## config.mk

```make
export PLATFORM = sky130hd
export DESIGN_NAME = pcie_rst_seq
export DESIGN_NICKNAME = d
export VERILOG_FILES = /design/src/rtl/pcie_rst_seq_pkg.sv /design/src/rtl/lock_sync.sv /design/src/rtl/stage_timer.sv /design/src/rtl/pcie_rst_seq.sv
export SDC_FILE = /design/constraint.sdc
export NUM_CORES = 1
export LEC_CHECK = 0
export BUFFER_PORTS_ARGS = -buffer_cell sky130_fd_sc_hd__buf_2
export CORE_UTILIZATION = 40
export DETAILED_ROUTE_END_ITERATION = 8
export GPL_TIMING_DRIVEN = 0
export PLACE_DENSITY = 0.65
export REMOVE_ABC_BUFFERS = 1
export SYNTH_ARGS = -nofsm -noshare
export SYNTH_HDL_FRONTEND = slang
export SYNTH_SLANG_ARGS = --single-unit
```

## constraint.sdc

```tcl
create_clock -name clk -period 2.8 [get_ports clk]
set_input_delay 0.42 -clock clk [delete_from_list [all_inputs] [get_ports clk]]
set_output_delay 0.42 -clock clk [all_outputs]
set_load 0.02 [all_outputs]
```

## src/rtl/pcie_rst_seq_pkg.sv

```systemverilog
package pcie_rst_seq_pkg;

    typedef enum logic [2:0] {
        ST_IDLE,
        ST_HOLD,
        ST_CMN,
        ST_LOCK,
        ST_SBI,
        ST_PERST,
        ST_DONE,
        ST_FAIL
    } seq_state_t;

    typedef struct packed {
        logic perst_n;
        logic cmn_n;
        logic side_n;
        logic main_n;
        logic sbi_n;
        logic prim_n;
        logic done;
        logic err;
    } rst_vec_t;

endpackage

```

## src/rtl/lock_sync.sv

```systemverilog
module lock_sync #(
    parameter int STAGES = 2
) (
    input  logic clk,
    input  logic rst_n,
    input  logic async_in,
    output logic sync_out
);
    logic [STAGES-1:0] chain_q;

    always_ff @(posedge clk or negedge rst_n) begin
        if (!rst_n) chain_q <= '0;
        else        chain_q <= {chain_q[STAGES-2:0], async_in};
    end

    assign sync_out = chain_q[STAGES-1];
endmodule

```

## src/rtl/stage_timer.sv

```systemverilog
module stage_timer #(
    parameter int CW = 8
) (
    input  logic          clk,
    input  logic          rst_n,
    input  logic          restart,
    input  logic [CW-1:0] limit,
    output logic          hit
);
    localparam logic [CW-1:0] CNT_MAX = '1;
    logic [CW-1:0] cnt_q;

    always_ff @(posedge clk or negedge rst_n) begin
        if (!rst_n)              cnt_q <= '0;
        else if (restart)        cnt_q <= '0;
        else if (cnt_q != CNT_MAX) cnt_q <= cnt_q + 1'b1;
    end

    assign hit = (cnt_q == limit - 1'b1);
endmodule

```

## src/rtl/pcie_rst_seq.sv

```systemverilog
module pcie_rst_seq
    import pcie_rst_seq_pkg::*;
#(
    parameter int CLK_PER_US   = 100,
    parameter int CMN_DLY_US   = 2,
    parameter int SBI_DLY_US   = 20,
    parameter int PERST_DLY_US = 10,
    parameter int LOCK_TMO_US  = 100,
    parameter int PERST_MIN_US = 100
) (
    input  logic clk,
    input  logic rst_n,
    input  logic start,
    input  logic pll_lock,
    output logic perst_n,
    output logic phy_cmn_rst_n,
    output logic phy_side_rst_n,
    output logic ctl_main_rst_n,
    output logic ctl_sbi_rst_n,
    output logic ctl_prim_rst_n,
    output logic done,
    output logic lock_err
);
    localparam int CMN_CYC   = CMN_DLY_US * CLK_PER_US;
    localparam int SBI_CYC   = SBI_DLY_US * CLK_PER_US;
    localparam int PERST_CYC = PERST_DLY_US * CLK_PER_US;
    localparam int LOCK_CYC  = LOCK_TMO_US * CLK_PER_US;
    localparam int MAX_AB    = (CMN_CYC > SBI_CYC) ? CMN_CYC : SBI_CYC;
    localparam int MAX_CD    = (PERST_CYC > LOCK_CYC) ? PERST_CYC : LOCK_CYC;
    localparam int MAX_CYC   = (MAX_AB > MAX_CD) ? MAX_AB : MAX_CD;
    localparam int CW        = $clog2(MAX_CYC + 2);

    // parameter relation, checked at elaboration
    initial begin
        assert_perst_min_R9: assert (PERST_MIN_US <= CMN_DLY_US + LOCK_TMO_US + SBI_DLY_US)
            else $error("PERST_MIN_US exceeds common-lane + lock + sideband delays");
    end

    seq_state_t st_q, st_d;
    rst_vec_t   out_q, out_d;
    logic       lock_s;
    logic       tmr_hit;
    logic       tmr_restart;
    logic [CW-1:0] tmr_limit;

    lock_sync #(.STAGES(2)) u_sync (
        .clk      (clk),
        .rst_n    (rst_n),
        .async_in (pll_lock),
        .sync_out (lock_s)
    );

    always_comb begin
        unique case (st_q)
            ST_CMN:   tmr_limit = CW'(CMN_CYC);
            ST_LOCK:  tmr_limit = CW'(LOCK_CYC);
            ST_SBI:   tmr_limit = CW'(SBI_CYC);
            ST_PERST: tmr_limit = CW'(PERST_CYC);
            default:  tmr_limit = '1;
        endcase
    end

    assign tmr_restart = (st_d != st_q);

    stage_timer #(.CW(CW)) u_tmr (
        .clk     (clk),
        .rst_n   (rst_n),
        .restart (tmr_restart),
        .limit   (tmr_limit),
        .hit     (tmr_hit)
    );

    // next state
    always_comb begin
        st_d = st_q;
        unique case (st_q)
            ST_IDLE, ST_DONE, ST_FAIL: if (start) st_d = ST_HOLD;
            ST_HOLD:  st_d = ST_CMN;
            ST_CMN:   if (tmr_hit) st_d = ST_LOCK;
            ST_LOCK: begin
                if (lock_s)       st_d = ST_SBI;
                else if (tmr_hit) st_d = ST_FAIL;
            end
            ST_SBI:   if (tmr_hit) st_d = ST_PERST;
            ST_PERST: if (tmr_hit) st_d = ST_DONE;
            default:  st_d = ST_IDLE;
        endcase
    end

    // state register
    always_ff @(posedge clk or negedge rst_n) begin
        if (!rst_n) st_q <= ST_IDLE;
        else        st_q <= st_d;
    end

    // output decode of the next state
    always_comb begin
        out_d = '0;
        unique case (st_d)
            ST_IDLE, ST_HOLD: out_d = '0;
            ST_CMN: out_d.cmn_n = 1'b1;
            ST_LOCK: begin
                out_d.cmn_n  = 1'b1;
                out_d.side_n = 1'b1;
                out_d.main_n = 1'b1;
            end
            ST_SBI: begin
                out_d.cmn_n  = 1'b1;
                out_d.side_n = 1'b1;
                out_d.main_n = 1'b1;
                out_d.sbi_n  = 1'b1;
            end
            ST_PERST: begin
                out_d.cmn_n   = 1'b1;
                out_d.side_n  = 1'b1;
                out_d.main_n  = 1'b1;
                out_d.sbi_n   = 1'b1;
                out_d.perst_n = 1'b1;
            end
            ST_DONE: begin
                out_d.cmn_n   = 1'b1;
                out_d.side_n  = 1'b1;
                out_d.main_n  = 1'b1;
                out_d.sbi_n   = 1'b1;
                out_d.perst_n = 1'b1;
                out_d.prim_n  = 1'b1;
                out_d.done    = 1'b1;
            end
            ST_FAIL: begin
                out_d.cmn_n  = 1'b1;
                out_d.side_n = 1'b1;
                out_d.main_n = 1'b1;
                out_d.err    = 1'b1;
            end
            default: out_d = '0;
        endcase
    end

    // output register
    always_ff @(posedge clk or negedge rst_n) begin
        if (!rst_n) out_q <= '0;
        else        out_q <= out_d;
    end

    assign perst_n        = out_q.perst_n;
    assign phy_cmn_rst_n  = out_q.cmn_n;
    assign phy_side_rst_n = out_q.side_n;
    assign ctl_main_rst_n = out_q.main_n;
    assign ctl_sbi_rst_n  = out_q.sbi_n;
    assign ctl_prim_rst_n = out_q.prim_n;
    assign done           = out_q.done;
    assign lock_err       = out_q.err;

    // ordering checks
    assert_side_after_cmn_R4: assert property (@(posedge clk) disable iff (!rst_n)
        phy_side_rst_n |-> phy_cmn_rst_n);
    assert_side_main_together_R4: assert property (@(posedge clk) disable iff (!rst_n)
        $rose(phy_side_rst_n) |-> $rose(ctl_main_rst_n));
    assert_sbi_after_lock_R5: assert property (@(posedge clk) disable iff (!rst_n)
        $rose(ctl_sbi_rst_n) |-> $past(lock_s));
    assert_perst_after_sbi_R7: assert property (@(posedge clk) disable iff (!rst_n)
        perst_n |-> (ctl_sbi_rst_n && ctl_main_rst_n));
    assert_prim_after_perst_R8: assert property (@(posedge clk) disable iff (!rst_n)
        ctl_prim_rst_n |-> perst_n);
    assert_err_holds_perst_R6: assert property (@(posedge clk) disable iff (!rst_n)
        lock_err |-> (!perst_n && !ctl_sbi_rst_n && !done));
    assert_hold_all_low_R2: assert property (@(posedge clk) disable iff (!rst_n)
        (st_q == ST_HOLD) |-> (out_q == '0));
endmodule

```

==> metrics.md, run 1 <==
| Metric | Value |
|---|---|
| PwrDens | `849 nW/um2` |
| Routed vias/inst | `5.85` |
| Main combinational cell family by area after synthesis | `simple AND/OR/NAND/NOR gates` |
| Final worst-path cycle share | `0.968` |
| Site Rows | `22` |
| Max Slew Vio Count | `0` |
| Post-DR wirelength/cell | `15.8 um` |
| Setup CP Type | `flop to flop` |
| Mean Syn Cell Area | `8.72 um2` |
| Setup-failing EPs final | `0` |
| Synth Register Bits | `25` |
| Die Height | `64.8 um` |
| Fin. Hold Viols | `0` |
| Crit path required time | `2.97 ns` |
| Number of flops mapped to enable cells by yosys | `0` |
| Multi-input gate area | `867 um2` |
| DP HPWL | `2460 um` |
| Global route hottest layer | `met2` |
| Shortest period the worst path allows | `2.71 ns` |
| Max incr delay on CP | `around 0.55 ns` |
| First-pass GRT wire length | `6430 um` |
| Worst path arrival time | `approximately 2.9 ns` |
| Post-DRT Antenna Nets | `0` |
| Worst setup EP type | `flop` |
| Die Area | `4200 um2` |
| Post-synthesis compound-gate area fraction | `0.180` |
| Clock-pin slew on the worst setup and hold paths | `0.08 ns` |
| Hold Slack | `roughly 0.12 ns` |
| Status | `finished, final reports clean` |
| Routability congestion estimate | `just over 0.9` |
| # hold bufs at CTS | `0` |
| IO Pins | `12` |
| Number of diodes | `0` |
| Cells after synthesis | `181` |
| IR drop worst, VDD | `0.313 mV` |
| Worst-Skew Late Latency | `0.27 ns` |
| Final wirelength | `3860 um` |
| Crit-path cells | `buf_4 -> or3b_1 -> nand2_1 -> ha_2 -> nor3b_1 -> o22ai_1 -> a22oi_1 -> or4_4 -> or2_4 -> a22o_1` |
| Starting density of the core | `0.425` |
| Die span in x | `64.8 um` |
| Synth unique cells | `48` |
| Fin nets | `203` |
| DRT Pass-1 Iters | `4` |
| CTS tree | `yes` |
| Reg area | `632 um2` |
| XOR/XNOR Fraction of Synth Area | `0.0278` |
| YS warnings | `0` |
| Fillers | `roughly 380` |
| Synth Area in Adders | `0.0159` |
| Pin count of the biggest net entering global routing | `26` |
| Slew margin rel. | `0.633` |
| GR Util met3 | `0.0194` |
| Critical-path top delay cell | `or4_4` |
| Family with the most delay on the worst path | `simple AND/OR/NAND/NOR gates` |
| Initial antenna violation count | `0` |
| Root buffer cell | `clkbuf_8` |
| F_max | `about 370 MHz` |
| Worst-Margin Slew | `0.550 ns` |
| Mapped cell area | `1580 um2` |
| Seq/Total Area, Yosys | `0.397` |
| Clock skew | `0.00581 ns` |
| Met1 usage | `0.249` |
| Worst hold path class | `input pin to async pin` |
| Lkg Pwr | `between 0.8 and 0.9 nW` |
| GR Util met2 | `0.350` |
| Max-cap violation count | `0` |
| Residual DRC | `0` |
| Number of global-route vias before repair | `1365` |
| Total GRT Usage | `0.197` |
| Unrepaired setup endpoints after global routing | `yes` |
| Post-synthesis to final-layout area growth | `13.4%` |
| Clk buf depth | `2` |
| First DRT Iteration DRCs | `86` |
| Core Box Area | `3720 um2` |
| Fraction of layout instances using a drive strength above 1 | `0.214` |
| Post-Place Setup Slack | `-1.10 ns` |
| Top FF cell, synth | `dfrtp_1` |
| Total CTS buffers | `3` |
| Mux share of post-synthesis cell area | `0.0381` |
| Port bufs | `11` |
| Type of origin of the critical path | `flop` |
| Grt ovf | `0` |
| Async SR Flop Fraction | `1.00` |
| Worst Path Buf+Inv | `1` |
| Vias | `1427` |
| Worst Setup Slack, final | `0.0901 ns` |
| CTS H-Tree Depth | `1` |
| Simple-gate share of the synthesized area | `0.273` |
| CTS sink cnt | `25` |
| Peak fanout along the critical path | `8` |
cells in the mapped netlist (2+ instances only):
cell type	n	share of area
nand2_1	15	0.036
and3_1	6	0.024
nand2b_1	3	0.012
a22oi_1	3	0.014
mux2i_1	6	0.038
o2111ai_1	2	0.011
a31oi_1	2	0.0079
nor2b_1	2	0.0079
nor3_1	11	0.035
buf_2	3	0.0095
buf_1	2	0.0048
buf_6	2	0.014
clkbuf_1	5	0.012
nor2_1	17	0.040
nor4_1	3	0.012
nor3b_1	2	0.0095
buf_4	3	0.014
nand4_1	3	0.012
xor2_1	4	0.022
ha_1	2	0.016
a22o_1	2	0.011
a21oi_1	8	0.025
nand3_1	9	0.029
o211ai_1	3	0.014
dfrtp_1	25	0.40
o22ai_1	5	0.020
inv_1	6	0.014
o21ai_0	7	0.022
final timing paths:
check,start,depth (start not counted),end,slack [ns]
max,st_q[1],10,u_tmr.cnt_q[6],0.09
min,rst_n,1,ctl_main_rst_n,0.12
max reg2reg,st_q[1],10,u_tmr.cnt_q[6],0.09
min reg2reg,u_sync.chain_q[0],0,u_sync.chain_q[1],0.35
max in group asynchronous,rst_n,1,st_q[0],2.26
min in group clk,pll_lock,1,u_sync.chain_q[0],0.25
routing by layer:
metal	wire (um)	up-vias	share of wire
met5	0	-	0
met4	30	0	0.0078
met3	130	2	0.034
met2	1920	34	0.50
met1	1780	703	0.46
li1	-	688	-
timing repair:
item                       CTS  global route
setup buffers               10             5
hold endpoints to repair     0             0
pin swaps                    1             2
resized for setup            7             4
setup endpoints to repair   19            19
report_power, final:
group          total, mW  internal, mW  leakage [nW]  switching (mW)
clock network      0.213         0.102        0.0228           0.111
registers          0.502         0.433         0.328          0.0688
logic              0.804         0.328         0.458           0.476
total               1.52         0.863         0.809           0.656
flip-flops by register name (all words and copies together), names as in the netlist:
| signal | count |
|---|---|
| phy_cmn_rst_n | 1 |
| st_q | 3 |
| perst_n | 1 |
| ctl_main_rst_n | 1 |
| ctl_sbi_rst_n | 1 |
| u_sync.chain_q | 2 |
| ctl_prim_rst_n | 1 |
| lock_err | 1 |
| u_tmr.cnt_q | 14 |
layout by cell type (no fill, tap or decap), drive strengths merged, types with 4 or more instances in the layout:
cell type / instances
nand2: 15
nand3: 9
nor3: 11
dfrtp: 25
and3: 6
inv: 6
o21ai: 8
mux2i: 6
o22ai: 5
nor2: 17
xor2: 4
a21oi: 8
clkbuf: 4
buf: 26
a22oi: 4
per-stage QoR:
stage               setup TNS, ns  total power [mW]  instances  area (um2)   util
finish                          0              1.52        244        1790  0.481
CTS                             0              1.45        239        1740  0.469
floorplan                   -3.60             0.967        166        1490      -
detailed placement         -13.80              1.14        225        1610  0.432
global placement           -12.65              1.12        225        1610  0.432
global route              -0.0185              1.64        244        1790  0.481
cell families (layout without fill, tap and decap cells):
group,Yosys count,in the layout
flip-flops,25,25
AND/OR/NAND/NOR,81,81
adder cells (fa/ha/maj),2,2
buffers and inverters,21,36
AO/OA/AOI/OAI,41,41
XOR/XNOR,5,5
multiplexers,6,6
layout make-up:
cell class	count	area share
clock buffers	4	0.0252
inverters	6	0.0126
multi-input cells	135	0.485
flip-flops and latches	25	0.353
well taps	48	0.0336
repair buffers	26	0.0909
Power figures use the tool's default switching activity.
==> run 2: changes to the inputs <==
SETUP_SLACK_MARGIN = 0.4   (was default)
SLEW_MARGIN = 20   (was default)
==> run 2 against run 1 <==
  * Critical path depth did not move
  * Critical endpoint unchanged
  * Largest cell class unchanged
  * Clock skew fell by 0.00071 ns
  * Register-to-register slack improved by 0.05 ns
  * Hold slack improved by 0.00069 ns
  * Non-clock buffer count rose by 2
  * Count of clock-buffer cells in the layout did not move
  * Highest routed layer unchanged
  * First-iteration DRC count fell by 17%
  * Utilization rose by 4.7 points
  * Maximum frequency rose by 2.0%
  * Clock power rose by 4%
==> metrics.md, run 2 (synthesized netlist as in run 1, its figures left out) <==
| Metric | Value |
|---|---|
| Root buffer cell | `clkbuf_8` |
| Core Box Area | `3720 um2` |
| Lkg Pwr | `0.853 nW` |
| IO Pins | `12` |
| Most common cell after layout, fill and taps aside | `dfrtp_1` |
| CTS H-Tree Depth | `1` |
| Pin count of the biggest net entering global routing | `26` |
| Max Slew Vio Count | `0` |
| Number of diodes | `0` |
| Worst-Margin Slew | `0.586 ns` |
| Biggest regs | `u_tmr.cnt_q: 14 flops, st_q: 3 flops, u_sync.chain_q: 2 flops` |
| Family with the most delay on the worst path | `simple AND/OR/NAND/NOR gates` |
| Critical-path top delay cell | `or4_4` |
| Max-cap violation count | `0` |
| F_max | `376 MHz` |
| Fraction of layout instances using a drive strength above 1 | `0.298` |
| Sw Pwr | `0.735 mW` |
| Critical R2R Launch | `st_q[1]` |
| Setup TNS | `0 ns` |
| Top reg by flops | `u_tmr.cnt_q` |
| Final worst-path cycle share | `0.949` |
| Fin nets | `205` |
| Setup CP Type | `flop to flop` |
| CTS sink cnt | `25` |
| Unrepaired setup endpoints after global routing | `yes` |
| Post-DR wirelength/cell | `17.1 um` |
| Die span in x | `64.8 um` |
| Worst path arrival time | `roughly 2.8 ns` |
| Post-Place Setup Slack | `-0.651 ns` |
| Reg2Reg Depth | `10` |
| Worst-Skew Late Latency | `0.28 ns` |
| Final wirelength | `4210 um` |
| PwrDens | `832 nW/um2` |
| Post-DRT Antenna Nets | `0` |
| Max FFs per register | `14` |
| Routability congestion estimate | `0.935` |
| Max incr delay on CP | `0.56 ns` |
| Hold Slack | `between 0.1 and 0.15 ns` |
| Shortest period the worst path allows | `2.66 ns` |
| Placed cells | `between 200 and 250` |
| First DRT Iteration DRCs | `71` |
| Sequential share of power | `0.304` |
| Total CTS buffers | `3` |
| Clock power share | `0.136` |
| Worst setup EP type | `flop` |
| CTS tree | `yes` |
| Initial antenna violation count | `0` |
| Worst setup path endpoint | `u_tmr.cnt_q[6]` |
| Die Area | `approximately 4200 um2` |
| Grt ovf | `0` |
| Internal power | `0.899 mW` |
| Worst reg2reg endpoint | `u_tmr.cnt_q[6]` |
| Die Height | `roughly 65 um` |
| Post-synthesis to final-layout area growth | `24.4%` |
| Most frequent cells in the layout | `dfrtp_1, nor2_1, nand2_1, buf_2` |
| Worst hold path class | `input pin to async pin` |
| Total GRT Usage | `0.226` |
| Crit path from | `st_q[1]` |
| Peak fanout along the critical path | `8` |
| Port bufs | `11` |
| Switching Fraction | `0.450` |
| R2R setup slack | `0.14 ns` |
| Finished Layout Cells | `roughly 250` |
| Number of global-route vias before repair | `1506` |
| DRT Pass-1 Iters | `4` |
| Clk buf depth | `2` |
| DP HPWL | `2420 um` |
| Crit path required time | `2.97 ns` |
| Clock skew | `0.00511 ns` |
| Comb pwr share | `0.561` |
| Starting density of the core | `0.425` |
| Routed vias/inst | `6.08` |
| Setup-failing EPs final | `0` |
| Worst Path Buf+Inv | `1` |
| Worst Setup Slack, final | `0.142 ns` |
| # hold bufs at CTS | `0` |
| Residual DRC | `0` |
| Vias | `1496` |
| Status | `finished, final reports clean` |
| Site Rows | `22` |
| Type of origin of the critical path | `flop` |
| Slew margin rel. | `0.609` |
| First-pass GRT wire length | `7200 um` |
| CP Depth | `10` |
| Crit-path cells | `buf_6 -> or3b_4 -> nand2_4 -> ha_4 -> nor3b_2 -> o22ai_1 -> a22oi_1 -> or4_4 -> or2_4 -> a22o_1` |
| Fin. Hold Viols | `0` |
| Clock-pin slew on the worst setup and hold paths | `0.09 ns` |
| IR drop worst, VDD | `0.415 mV` |
==> run 2: cell types whose count changed in the layout (fill, tap and decap cells not counted), sizes merged <==
| cell | before | now |
|---|---|---|
| buf | 26 | 28 |
==> run 2: layer usage <==
layer / track usage / share of wire / vias to the layer above
met5: 0 / 0 / -
met4: 0.0861 / 0.016 / 0
met3: 0.0335 / 0.043 / 6
met2: 0.415 / 0.52 / 47
met1: 0.260 / 0.42 / 746
li1: - / - / 697
==> run 2: cell type report <==
class	count	area [um2]
tap	48	60.1
timing repair buffer	28	225
clock buffer	4	45.0
sequential	25	632
inverter	6	22.5
fill	372	1750
multi-input combinational	135	978
==> run 2: worst min path at each step <==
stage,startpoint,endpoint,slack (ns),depth (start not counted)
final,rst_n,ctl_main_rst_n,0.12,1
after global routing,rst_n,u_sync.chain_q[1],0.17,1
after CTS,rst_n,u_tmr.cnt_q[3],0.15,1
after detailed placement,u_sync.chain_q[0],u_sync.chain_q[1],0.33,0
after global placement,u_sync.chain_q[0],u_sync.chain_q[1],0.33,0
after floorplan,rst_n,ctl_main_rst_n,0.12,0
==> run 2: what timing repair did <==
item,in CTS,in global routing
buffers inserted,15,1
cloned,1,0
setup endpoints to repair,19,19
pin swaps,18,2
resized for setup,28,7
==> run 2: power groups by stage <==
stage / clock network (mW) / logic (mW) / registers [mW]
floorplan: 0 / 0.388 / 0.579
global placement: 0 / 0.548 / 0.567
detailed placement: 0 / 0.562 / 0.574
CTS: 0.227 / 0.846 / 0.492
global route: 0.243 / 0.999 / 0.508
finish: 0.221 / 0.916 / 0.496
==> run 2: per-stage QoR <==
step | area (um2) | utilization | total power, mW
4_1_cts | 1920 | 0.518 | 1.56
5_1_grt | 1960 | 0.528 | 1.75
3_3_place_gp | 1610 | 0.432 | 1.12
3_5_place_dp | 1610 | 0.434 | 1.14
6_report | 1960 | 0.528 | 1.63
2_1_floorplan | 1490 | - | 0.967
==> run 3: changes to the inputs <==
SETUP_SLACK_MARGIN = default   (was 0.4)
==> run 3 against run 2 <==
  * First-iteration DRC count decreased by 14%
  * Sequential power increased by 1%
  * Register-to-register slack worse by 0.05 ns
  * Critical endpoint unchanged
  * Largest cell class unchanged
  * Largest power group unchanged
==> metrics.md, run 3 (synthesized netlist as in run 1, its figures left out) <==
| Metric | Value |
|---|---|
| IR drop worst, VDD | `around 0.36 mV` |
| Worst path arrival time | `around 2.9 ns` |
| Pin count of the biggest net entering global routing | `26` |
| Biggest regs | `u_tmr.cnt_q: 14 flops, st_q: 3 flops, u_sync.chain_q: 2 flops` |
| Post-DRT Antenna Nets | `0` |
| CTS H-Tree Depth | `1` |
| Die span in x | `64.8 um` |
| F_max | `between 300 and 400 MHz` |
| Worst setup path endpoint | `u_tmr.cnt_q[6]` |
| R2R setup slack | `0.1 ns` |
| Port bufs | `11` |
| Total GRT Usage | `0.204` |
| Fin. Hold Viols | `0` |
| Setup-failing EPs final | `0` |
| Worst-Skew Late Latency | `0.27 ns` |
| Clock skew | `0.00381 ns` |
| Most frequent cells in the layout | `dfrtp_1, nor2_1, nand2_1` |
| Routed vias/inst | `5.83` |
| Placed cells | `around 230` |
| Crit-path cells | `or3b_4 -> nand2_1 -> ha_2 -> nor3b_1 -> o22ai_1 -> a22oi_1 -> or4_4 -> or2_4 -> a22o_1` |
| Finished Layout Cells | `242` |
| PwrDens | `841 nW/um2` |
| Unrepaired setup endpoints after global routing | `no` |
| Max FFs per register | `14` |
| Final worst-path cycle share | `0.965` |
| Placed Instance Area | `approximately 1600 um2` |
| Max-cap violation count | `0` |
| Setup CP Type | `flop to flop` |
| Worst reg2reg endpoint | `u_tmr.cnt_q[6]` |
| DRT Pass-1 Iters | `4` |
| Site Rows | `22` |
| Vias | `between 1000 and 1500` |
| Root buffer cell | `clkbuf_8` |
| Total CTS buffers | `3` |
| Residual DRC | `0` |
| Lkg Pwr | `about 0.8 nW` |
| First DRT Iteration DRCs | `61` |
| Slew margin rel. | `0.630` |
| Fraction of layout instances using a drive strength above 1 | `0.211` |
| Crit path from | `st_q[0]` |
| Worst setup EP type | `flop` |
| Clk buf depth | `2` |
| CTS tree | `yes` |
| Core Box Area | `3720 um2` |
| Fin area | `1790 um2` |
| Fin nets | `approximately 200` |
| Die Area | `4200 um2` |
| Status | `finished, final reports clean` |
| Grt ovf | `0` |
| First-pass GRT wire length | `between 6000 and 7000 um` |
| Final wirelength | `3700 um` |
| Clock-pin slew on the worst setup and hold paths | `approximately 0.09 ns` |
| Max Slew Vio Count | `0` |
| Critical-path top delay cell | `or4_4` |
| Number of global-route vias before repair | `approximately 1400` |
| Max incr delay on CP | `0.56 ns` |
| Post-synthesis to final-layout area growth | `13.3%` |
| IO Pins | `12` |
| Worst-Margin Slew | `0.555 ns` |
| Worst hold path class | `input pin to async pin` |
| Top reg by flops | `u_tmr.cnt_q` |
| Die Height | `approximately 65 um` |
| Reg2Reg Depth | `9` |
| Shortest period the worst path allows | `about 2.7 ns` |
| Initial antenna violation count | `0` |
| Critical R2R Launch | `st_q[0]` |
| Type of origin of the critical path | `flop` |
| Number of diodes | `0` |
| CTS sink cnt | `25` |
| Routability congestion estimate | `0.935` |
| Most common cell after layout, fill and taps aside | `dfrtp_1` |
| Post-DR wirelength/cell | `~15 um` |
| DP HPWL | `2420 um` |
| Peak fanout along the critical path | `9` |
| Crit path required time | `around 3 ns` |
| Starting density of the core | `0.425` |
## run 3: area by class of cell
type                    count  area [um2]
fillers                   377        1930
multi-input cells         135         868
flip-flops and latches     25         632
repair buffers             24         160
well taps                  48        60.1
clock buffers               4        45.0
inverters                   6        22.5
## run 3: how the worst min path moves through the flow
stage / start / slack (ns) / end / depth (start not counted)
final: rst_n / 0.12 / ctl_main_rst_n / 1
after CTS: rst_n / 0.15 / u_tmr.cnt_q[3] / 1
after global placement: u_sync.chain_q[0] / 0.33 / u_sync.chain_q[1] / 0
after detailed placement: u_sync.chain_q[0] / 0.33 / u_sync.chain_q[1] / 0
after global routing: rst_n / 0.17 / u_sync.chain_q[1] / 1
after floorplan: rst_n / 0.12 / ctl_main_rst_n / 0
## run 3: worst max-delay path, delay by kind of cell, from the launching register on
kind | cells | cell delay [ns]
adders and majority gates | 1 | 0.20
AOI/OAI and AO/OA | 3 | 0.43
DFF | 1 | 0.55
and+or+nand+nor | 5 | 1.42
## run 3: per-layer routing
layer	track usage	part of all wire
met5	0	0
met4	0.0750	0.012
met3	0.0335	0.035
met2	0.357	0.49
met1	0.250	0.46
## run 3: per-stage QoR
step / util / hold slack, ns / total power [mW] / worst slack [ns] / TNS, ns
CTS: 0.468 / 0.146 / 1.44 / 0.00474 / 0
finish: 0.481 / 0.124 / 1.50 / 0.0970 / 0
floorplan: - / 0.124 / 0.967 / -0.354 / -3.60
detailed placement: 0.434 / 0.335 / 1.14 / -0.651 / -9.52
global route: 0.481 / 0.169 / 1.63 / 0.00813 / 0
global placement: 0.432 / 0.334 / 1.12 / -0.999 / -12.65
## run 3: what timing repair did
action | CTS | global route
gates resized for setup | 6 | 4
setup endpoints to repair | 19 | 19
setup buffers | 8 | 5
pin swaps | 1 | 3
hold buffers | 0 | 0
cloned | 0 | 0
## run 3: power by group
group          switching (mW)  internal [mW]
Combinational           0.462          0.322
Clock                   0.116          0.102
Sequential             0.0680          0.433
Total                   0.646          0.857
